===== src/rtl/mul16_pkg.sv =====
package mul16_pkg;

    // Sequencer steps: four byte products, then optional sign fix-ups.
    typedef enum logic [2:0] {
        STEP_IDLE = 3'd0,
        STEP_LL   = 3'd1,
        STEP_HH   = 3'd2,
        STEP_LH   = 3'd3,
        STEP_HL   = 3'd4,
        STEP_FIXB = 3'd5,
        STEP_FIXA = 3'd6
    } step_e;

    // Mode captured when an operation is accepted.
    typedef struct packed {
        logic sgn;
        logic a_neg;
        logic b_neg;
    } mode_t;

    // Successor of a working step; IDLE means the step just run was the last.
    function automatic step_e step_after(step_e cur, mode_t m);
        step_e nxt;
        unique case (cur)
            STEP_LL:   nxt = STEP_HH;
            STEP_HH:   nxt = STEP_LH;
            STEP_LH:   nxt = STEP_HL;
            STEP_HL: begin
                if (m.sgn && m.b_neg)      nxt = STEP_FIXB;
                else if (m.sgn && m.a_neg) nxt = STEP_FIXA;
                else                       nxt = STEP_IDLE;
            end
            STEP_FIXB: nxt = (m.sgn && m.a_neg) ? STEP_FIXA : STEP_IDLE;
            default:   nxt = STEP_IDLE;
        endcase
        return nxt;
    endfunction

    function automatic logic is_cross(step_e s);
        return (s == STEP_LH) || (s == STEP_HL);
    endfunction

    function automatic logic is_fix(step_e s);
        return (s == STEP_FIXB) || (s == STEP_FIXA);
    endfunction

    // Which operand half feeds the shared multiplier: 1 = high byte.
    function automatic logic pick_hi_x(step_e s);
        return (s == STEP_HH) || (s == STEP_HL);
    endfunction

    function automatic logic pick_hi_y(step_e s);
        return (s == STEP_HH) || (s == STEP_LH);
    endfunction

endpackage


===== src/rtl/mul16_byte_mult.sv =====
module mul16_byte_mult #(
    parameter int W = 8
) (
    input  logic [W-1:0]   x_i,
    input  logic [W-1:0]   y_i,
    output logic [2*W-1:0] p_o
);
    localparam int PW = 2 * W;

    logic [PW-1:0] x_ext;
    logic [PW-1:0] y_ext;

    assign x_ext = {{W{1'b0}}, x_i};
    assign y_ext = {{W{1'b0}}, y_i};
    assign p_o   = x_ext * y_ext;
endmodule


===== src/rtl/mul16_opsel.sv =====
module mul16_opsel
    import mul16_pkg::*;
#(
    parameter int W = 8,
    localparam int H = 2 * W
) (
    input  step_e        step_i,
    input  logic [H-1:0] a_i,
    input  logic [H-1:0] b_i,
    output logic [W-1:0] x_o,
    output logic [W-1:0] y_o
);
    always_comb begin
        x_o = pick_hi_x(step_i) ? a_i[H-1:W] : a_i[W-1:0];
        y_o = pick_hi_y(step_i) ? b_i[H-1:W] : b_i[W-1:0];
    end
endmodule


===== src/rtl/mul16_ctrl.sv =====
module mul16_ctrl
    import mul16_pkg::*;
(
    input  logic  clk,
    input  logic  rst,
    input  logic  start_i,
    input  mode_t mode_i,
    output step_e step_o,
    output logic  busy_o,
    output logic  accept_o,
    output logic  last_o
);
    step_e step_q;
    step_e step_d;
    step_e succ;

    always_comb begin
        succ     = step_after(step_q, mode_i);
        accept_o = start_i && (step_q == STEP_IDLE);
        last_o   = (step_q != STEP_IDLE) && (succ == STEP_IDLE);
        if (step_q == STEP_IDLE) begin
            step_d = accept_o ? STEP_LL : STEP_IDLE;
        end else begin
            step_d = succ;
        end
    end

    always_ff @(posedge clk) begin
        if (rst) begin
            step_q <= STEP_IDLE;
        end else begin
            step_q <= step_d;
        end
    end

    assign step_o = step_q;
    assign busy_o = (step_q != STEP_IDLE);
endmodule


===== src/rtl/mul16_accum.sv =====
module mul16_accum
    import mul16_pkg::*;
#(
    parameter int W = 8,
    localparam int H = 2 * W,
    localparam int R = 4 * W
) (
    input  logic         clk,
    input  logic         rst,
    input  step_e        step_i,
    input  logic [H-1:0] a_i,
    input  logic [H-1:0] b_i,
    input  logic [H-1:0] prod_i,
    output logic [R-1:0] next_o
);
    logic [R-1:0] acc_q;
    logic [W-1:0] r0, r1, r2, r3;
    logic [W:0]   s1, s2;
    logic [W-1:0] s3;
    logic [H-1:0] sub_src;
    logic [W:0]   dl;
    logic [W-1:0] dh;

    assign {r3, r2, r1, r0} = acc_q;

    always_comb begin
        // Cross product added one byte up, carry rippling byte by byte.
        s1 = {1'b0, r1} + {1'b0, prod_i[W-1:0]};
        s2 = {1'b0, r2} + {1'b0, prod_i[H-1:W]} + {{W{1'b0}}, s1[W]};
        s3 = r3 + {{(W-1){1'b0}}, s2[W]};
        // Sign fix-up: subtract one operand from the upper half.
        sub_src = (step_i == STEP_FIXB) ? a_i : b_i;
        dl = {1'b0, r2} - {1'b0, sub_src[W-1:0]};
        dh = r3 - sub_src[H-1:W] - {{(W-1){1'b0}}, dl[W]};

        next_o = acc_q;
        if (step_i == STEP_LL) begin
            next_o = {{H{1'b0}}, prod_i};
        end else if (step_i == STEP_HH) begin
            next_o = {prod_i, acc_q[H-1:0]};
        end else if (is_cross(step_i)) begin
            next_o = {s3, s2[W-1:0], s1[W-1:0], r0};
        end else if (is_fix(step_i)) begin
            next_o = {dh, dl[W-1:0], r1, r0};
        end
    end

    always_ff @(posedge clk) begin
        if (rst) begin
            acc_q <= '0;
        end else if (step_i != STEP_IDLE) begin
            acc_q <= next_o;
        end
    end
endmodule


===== src/rtl/mul16_seq.sv =====
module mul16_seq
    import mul16_pkg::*;
#(
    parameter int BYTE_W = 8,
    localparam int OP_W  = 2 * BYTE_W,
    localparam int RES_W = 4 * BYTE_W
) (
    input  logic             clk,
    input  logic             rst,
    input  logic             start_i,
    input  logic             signed_i,
    input  logic [OP_W-1:0]  op_a_i,
    input  logic [OP_W-1:0]  op_b_i,
    output logic             busy_o,
    output logic             done_o,
    output logic [RES_W-1:0] result_o
);
    logic [OP_W-1:0]   a_q, b_q;
    mode_t             mode_q;
    step_e             step;
    logic              accept, last;
    logic [BYTE_W-1:0] mx, my;
    logic [OP_W-1:0]   prod;
    logic [RES_W-1:0]  acc_next;
    logic [RES_W-1:0]  result_q;
    logic              done_q;

    always_ff @(posedge clk) begin
        if (rst) begin
            a_q    <= '0;
            b_q    <= '0;
            mode_q <= '0;
        end else if (accept) begin
            a_q          <= op_a_i;
            b_q          <= op_b_i;
            mode_q.sgn   <= signed_i;
            mode_q.a_neg <= op_a_i[OP_W-1];
            mode_q.b_neg <= op_b_i[OP_W-1];
        end
    end

    mul16_ctrl u_ctrl (
        .clk      (clk),
        .rst      (rst),
        .start_i  (start_i),
        .mode_i   (mode_q),
        .step_o   (step),
        .busy_o   (busy_o),
        .accept_o (accept),
        .last_o   (last)
    );

    mul16_opsel #(.W(BYTE_W)) u_opsel (
        .step_i (step),
        .a_i    (a_q),
        .b_i    (b_q),
        .x_o    (mx),
        .y_o    (my)
    );

    mul16_byte_mult #(.W(BYTE_W)) u_mult (
        .x_i (mx),
        .y_i (my),
        .p_o (prod)
    );

    mul16_accum #(.W(BYTE_W)) u_accum (
        .clk    (clk),
        .rst    (rst),
        .step_i (step),
        .a_i    (a_q),
        .b_i    (b_q),
        .prod_i (prod),
        .next_o (acc_next)
    );

    always_ff @(posedge clk) begin
        if (rst) begin
            result_q <= '0;
            done_q   <= 1'b0;
        end else begin
            done_q <= last;
            if (last) begin
                result_q <= acc_next;
            end
        end
    end

    assign result_o = result_q;
    assign done_o   = done_q;
endmodule


===== config.mk =====
export PLATFORM = sky130hd
export DESIGN_NAME = mul16_seq
export DESIGN_NICKNAME = d
export VERILOG_FILES = /design/src/rtl/mul16_pkg.sv /design/src/rtl/mul16_byte_mult.sv /design/src/rtl/mul16_opsel.sv /design/src/rtl/mul16_ctrl.sv /design/src/rtl/mul16_accum.sv /design/src/rtl/mul16_seq.sv
export SDC_FILE = /design/constraint.sdc
export NUM_CORES = 1
export LEC_CHECK = 0
export ABC_CLOCK_PERIOD_IN_PS = 10700
export BUFFER_PORTS_ARGS = -buffer_cell sky130_fd_sc_hd__buf_4
export CAP_MARGIN = 40
export CORE_MARGIN = 2
export CORE_UTILIZATION = 62
export CTS_CLUSTER_SIZE = 8
export DETAILED_ROUTE_END_ITERATION = 6
export PLACE_DENSITY = 0.82
export RECOVER_POWER = 25
export SETUP_SLACK_MARGIN = 0.1
export SKIP_LAST_GASP = 1
export SLEW_MARGIN = 20
export SYNTH_ARGS = -nofsm -noshare
export SYNTH_HDL_FRONTEND = slang
export SYNTH_SLANG_ARGS = --single-unit

===== constraint.sdc =====
create_clock -name clk -period 10.7 [get_ports clk]
set_input_delay 0.535 -clock clk [delete_from_list [all_inputs] [get_ports clk]]
set_output_delay 0.535 -clock clk [all_outputs]
set_load 0.1 [all_outputs]

# After elaboration in Yosys (flattened, before gate mapping)

Cells that the tools add are included.

Flip-flop bits (word level): 103
Output and inout bits: 34
Bits of input ports: 36

Add/sub/neg operators: 7
Multiply operators: 1
Reductions and logical operators: 11
Multiplexer cells: 12
Equal/unequal tests: 6

Operators by type and width:

| operator             | count |
|---|---|
| $mux W32             | 4 |
| $add A8 B8 Y9        | 2 |
| $mul A8 B8 Y16       | 1 |
| $mux W16             | 1 |
| $mux W8              | 2 |
| $pmux W3 S5          | 1 |
| $add A9 B1 Y9        | 1 |
| $eq A3 B3 Y1 const B | 3 |
| $mux W3              | 3 |
| $sub A8 B8 Y9        | 1 |
| $add A8 B1 Y8        | 1 |
| $sub A8 B1 Y8        | 1 |
| $sub A8 B8 Y8        | 1 |
| $eq A3 B2 Y1 const B | 2 |
| $logic_not A3 Y1     | 2 |
| $logic_and A1 B1 Y1  | 4 |
| $logic_or A1 B1 Y1   | 4 |
| $eq A3 B1 Y1 const B | 1 |
| $reduce_bool A3 Y1   | 1 |
| $mux W1              | 1 |

# Longest topological paths before layout

Word-level depth: 10
Mapped depth: 36
Depth with buffers taken out: 35

# Cells and area by module

A second synthesis with hierarchy kept.

Cell total of the unflattened synthesis: 980
Area, all modules: 8,644.5 um2

Modules (own cells, without submodules):

| module          | area an instance (um2) | times used | cells an instance |
|---|---|---|---|
| mul16_accum     | 3,722.3                | 1          | 484 |
| mul16_seq       | 2,397.3                | 1          | 212 |
| mul16_byte_mult | 2,125.8                | 1          | 243 |
| mul16_opsel     | 216.5                  | 1          | 20 |
| mul16_ctrl      | 182.7                  | 1          | 21 |

# Worst setup path before layout

Ideal clock, no wire load.

Path type: register -> register
Start point: reg u_ctrl.step_q[2], in the netlist u_ctrl.step_o[2]
End point: reg result_q[28], in the netlist result_o[28]
Data arrival time: 7,789 ps
Stages on the path, launching flop included: 37
Path buffers: 2
Setup slack: 2,779 ps
Library setup time: 132 ps
Path through: dfxtp_1 and2b_1 clkbuf_1 buf_2 mux2i_1 nor2_1 fa_1 inv_1 fa_1 inv_1 fa_1 inv_1 fa_1 inv_1 ha_1 o21ai_0 a31oi_1 nor2_1 ha_1 o21ai_0 nand2b_1 fa_1 fa_1 a211oi_1 o21bai_1 a21oi_1 nor2b_1 o21ai_0 nand2b_1 ha_1 ha_1 nand3_1 nor2_1 o21a_1 a311o_1 o2111ai_1 a21oi_1

Word-level cells in the longest chain between the ends: 10
Elaborated cells on any way between the ends: 29
Classes of those cells: add/sub (7); mul (1); eq/ne (6); mux (8); reduce/logical (7)

RTL lines:

| element                                      | RTL line                             | source |
|---|---|---|
| from (decl)                                  | mul16_ctrl.sv:13                     | `step_e step_q;` |
| from (signal assigned)                       | mul16_ctrl.sv:32                     | `step_q <= step_d;` |
| $eq A3 B2 Y1 (tied with other cells)         | -                                    |  |
| $logic_or A1 B1 Y1, on equally long branches | mul16_pkg.sv:49, mul16_pkg.sv:53     |  |
| $mux W8, on equally long branches            | mul16_opsel.sv:14, mul16_opsel.sv:15 |  |
| $mul A8 B8 Y16                               | mul16_byte_mult.sv:15                | `assign p_o = x_ext * y_ext;` |
| $add A8 B8 Y9, on equally long branches      | mul16_accum.sv:29, mul16_accum.sv:28 |  |
| $add A9 B1 Y9                                | mul16_accum.sv:29                    | `s2 = {1'b0, r2} + {1'b0, prod_i[H-1:W]} + {{W{1'b0}}, s1[W]};` |
| $add A8 B1 Y8                                | mul16_accum.sv:30                    | `s3 = r3 + {{(W-1){1'b0}}, s2[W]};` |
| $mux W32                                     | mul16_accum.sv:41                    | `end else if (is_cross(step_i)) begin` |
| $mux W32                                     | mul16_accum.sv:39                    | `end else if (step_i == STEP_HH) begin` |
| $mux W32                                     | mul16_accum.sv:37                    | `if (step_i == STEP_LL) begin` |
| to (signal assigned)                         | mul16_seq.sv:84                      | `result_q <= acc_next;` |
| to (decl)                                    | mul16_seq.sv:25                      | `logic [RES_W-1:0] result_q;` |

Parallel ways exist; a longest one is shown, timed or not.
A chain may end at the register's enable or synchronous reset.

# Final worst setup path

Start point: reg u_ctrl.step_q[1], in the netlist u_ctrl.step_o[1]
End point: reg result_q[28], in the netlist result_o[28]

The elaborated chain is that of the path after synthesis.

==> impl_summary.log <==
INFO  metric run_status = complete, but fails checks
INFO  metric violations = DRC
INFO  metric grt_setup_unrepaired = false
INFO  metric use_met3 = 0.0618
INFO  metric timing.max_cap.violations = 0
INFO  metric drt_first_iter_violations = 732
INFO  metric crit_arrival = 9.70 ns
INFO  metric max_freq = 106 MHz
INFO  metric antenna_found_initial = 0
INFO  metric drt-wirelength-per-cell = 18.5 µm
INFO  metric antenna_cells = 0
INFO  metric async_reset_ff_frac = 0
INFO  metric final_nets = 1,264
INFO  metric place_hpwl = 18.1 mm
INFO  metric count_of_synthesis_stage_warnings_from_yosys = 0
INFO  metric areaGrowthSynthToFinish = 9.19%
INFO  metric critical_path_required = 10.95 ns
INFO  metric slew-limit-headroom = 0.211
INFO  metric tritoncts = built
INFO  metric clock_tree.root_cell = clkbuf_16
INFO  metric critPathLaunchType = flip-flop
INFO  metric global_route.usage.met2 = 0.520
INFO  metric postSynthAreaPerCell = 7.82 µm²
INFO  metric vdd_ir_drop_max = 95.6 µV
INFO  metric worstSkewPairLatency = 0.37 ns
INFO  metric hold_path.startpoint = op_a_i[14]
INFO  metric power.static_leakage = 3.94 nW
INFO  metric max_stage_delay = 0.65 ns
INFO  metric floorplan.die_area = 14,400 µm²
INFO  metric number_of_i_o_pins = 70
INFO  metric cts_post_setup_buffers_inserted = 0
INFO  metric report.final.setup_viol = 0
INFO  metric post_synth_inst_count = 1,070
INFO  metric unique_masters_post_synth = 72
INFO  metric max_transition_viols_final = 0
INFO  metric globalRoute.busiestLayer = met2
INFO  metric final_cell_mix = nand2_1, nor2_1, dfxtp_1, a21oi_1, inv_1
INFO  metric cp-startpoint = u_ctrl.step_o[1]
INFO  metric mostFrequentLayoutCell = nand2_1
INFO  metric clock_path_buffers = 2
INFO  metric synth.ff_latch_count = 101
INFO  metric dp.cells = 1,276
INFO  metric timing_worst_slew_pin_value = 1.19 ns
INFO  metric hold-path-cell-count = 3
INFO  metric period_minus_slack = 9.45 ns
INFO  metric post_cts_resize_count = 0
INFO  metric synth.cell_area = 8370 µm²
INFO  metric drive_above_1_share = 0.0877
INFO  metric numCtsBuffers = 9
INFO  metric timing.final.crit_share = 0.884
INFO  metric grt.met1_usage = 0.469
INFO  metric final_hold_violations = 0
INFO  metric std_cell_rows = 42
INFO  metric grt_start_max_net_pins = 87
INFO  metric yosys_most_used_dff = dfxtp_1
INFO  metric gr-usage-all-layers = 0.340
INFO  metric path_class = reg2reg
INFO  metric dieWidth = 120 µm
INFO  metric synth-edff-count = 0
INFO  metric placeableCoreArea = 13,200 µm²
INFO  metric power_per_cell_area = 120 nW/µm²
INFO  metric timing.rr.end = result_o[28]
INFO  metric worstHoldEndpoint = a_q[14]
INFO  metric synth.net_count = 1,221
INFO  metric cts_hold_buf = 0
INFO  metric clk_pin_slew_worst_paths = 0.08 ns
INFO  metric last_weighted_congestion_value_of_the_routability_driven_placer = 1.01
INFO  metric wirelength = 23.9 mm
INFO  metric hold_path.class = in2reg
INFO  metric globalRouteOverflowTotal = 0
INFO  metric instances_no_fill = 1,294
INFO  metric critical_path_peak_fanout = 41
INFO  metric drc_errors = 1
INFO  metric via_count = 7,795
INFO  metric cp_slowest_cell = mux2i_1
INFO  metric tritoncts_num_sinks = 101
INFO  metric r2r_slack = 1.25 ns
INFO  metric fin_setup_tns = 0 ns
INFO  metric yosysSeqAreaShare = 0.242
INFO  metric die_h = 120 µm
INFO  metric cp_common_cell = fa_1
INFO  metric grt_pass1_vias = 7,235
INFO  metric reg2reg_from = u_ctrl.step_o[1]
INFO  metric port_buffers = 69
INFO  metric count_of_cells_along_the_worst_register_to_register_path = 37
INFO  metric grt_pass1_wl = 38.3 mm
INFO  metric worst_clock_skew = 0.0130 ns
INFO  metric setup.worst_path.end_class = flip-flop
INFO  metric htree_num_levels = 3
INFO  metric route.detailed.vias_per_inst = 6.02
INFO  metric starting_density = 0.635
INFO  metric antenna_nets_post_route = 0
INFO  metric total_iterations_of_the_first_detailed_routing_run = 7
-- worst max path at each step --
stage                        endpoint  depth (start not counted)  slack (ns)
finish                   result_o[28]                         37        1.25
global route             result_o[28]                         36        0.76
CTS                      result_o[28]                         37        1.38
detailed placement       result_o[28]                         37        1.44
global placement    u_accum.acc_q[28]                         36        1.34
floorplan                result_o[28]                         36        2.78
-- routing by layer --
metal / vias to the layer above / part of all wire / routed length (µm)
li1: 3754 / - / -
met1: 3606 / 0.44 / 10400
met2: 362 / 0.44 / 10400
met3: 73 / 0.083 / 1990
met4: 0 / 0.044 / 1040
met5: - / 0 / 0
-- flip-flops by register name, summed over array words and instances (netlist names) --
name / count
u_accum.acc_q: 32
mode_q: 1
a_q: 16
result_o: 32
b_q: 16
done_o: 1
u_ctrl.step_o: 3
-- cell type report --
type                       instances  area, µm²
inverter                          88        330
tap                              176        220
clock buffer                      10        229
timing repair buffer              80        504
sequential                       101       2020
multi-input combinational        833       5790
clock inverter                     6       46.3
fill                            1202       4050
-- Yosys cell counts, types with 11 or more instances --
library cell / number / share of area
a21oi_1: 100 / 0.060
nand3_1: 12 / 0.0072
clkbuf_1: 24 / 0.011
dfxtp_1: 101 / 0.24
a31oi_1: 12 / 0.0090
nand2b_1: 20 / 0.015
o21a_1: 14 / 0.013
nor3_1: 11 / 0.0066
nor2_1: 117 / 0.052
a211oi_1: 22 / 0.020
or2_2: 17 / 0.013
o21ai_0: 40 / 0.024
ha_1: 73 / 0.11
fa_1: 42 / 0.10
inv_1: 86 / 0.039
mux2i_1: 30 / 0.036
xnor2_1: 22 / 0.023
buf_2: 16 / 0.0096
nand2_1: 169 / 0.076
-- logic make-up after synthesis --
group,synth area share
AO/OA/AOI/OAI,0.200
XOR/XNOR,0.0323
adder cells (fa/ha/maj),0.210
buffers and inverters,0.0676
flip-flops,0.242
multiplexers,0.0416
AND/OR/NAND/NOR,0.207
-- metrics by stage --
| stage | setup slack, ns | util | hold slack, ns | area, µm² | total power, mW |
|---|---|---|---|---|---|
| global route | 0.763 | 0.693 | 0.416 | 9140 | 1.15 |
| detailed placement | 1.44 | 0.679 | 0.446 | 8950 | 0.773 |
| floorplan | 2.78 | - | 0.432 | 8370 | 0.677 |
| CTS | 1.38 | 0.700 | 0.406 | 9230 | 1.09 |
| global placement | 1.34 | 0.676 | 0.439 | 8920 | 0.765 |
| finish | 1.25 | 0.693 | 0.407 | 9140 | 1.10 |
-- report_power, final --
| group | switching, mW | internal, mW |
|---|---|---|
| Clock | 0.163 | 0.160 |
| Combinational | 0.228 | 0.134 |
| Sequential | 0.0199 | 0.395 |
-- critical path, delay by kind of cell (launching register included) --
| family | cells | cell delay, ns |
|---|---|---|
| AOI/OAI and AO/OA | 12 | 2.39 |
| adders and majority gates | 10 | 4.11 |
| buffers and inverters | 6 | 0.83 |
| DFF | 1 | 0.32 |
| muxes | 1 | 0.65 |
| and+or+nand+nor | 8 | 1.04 |
No activity file was read; power rests on OpenSTA's default activity.
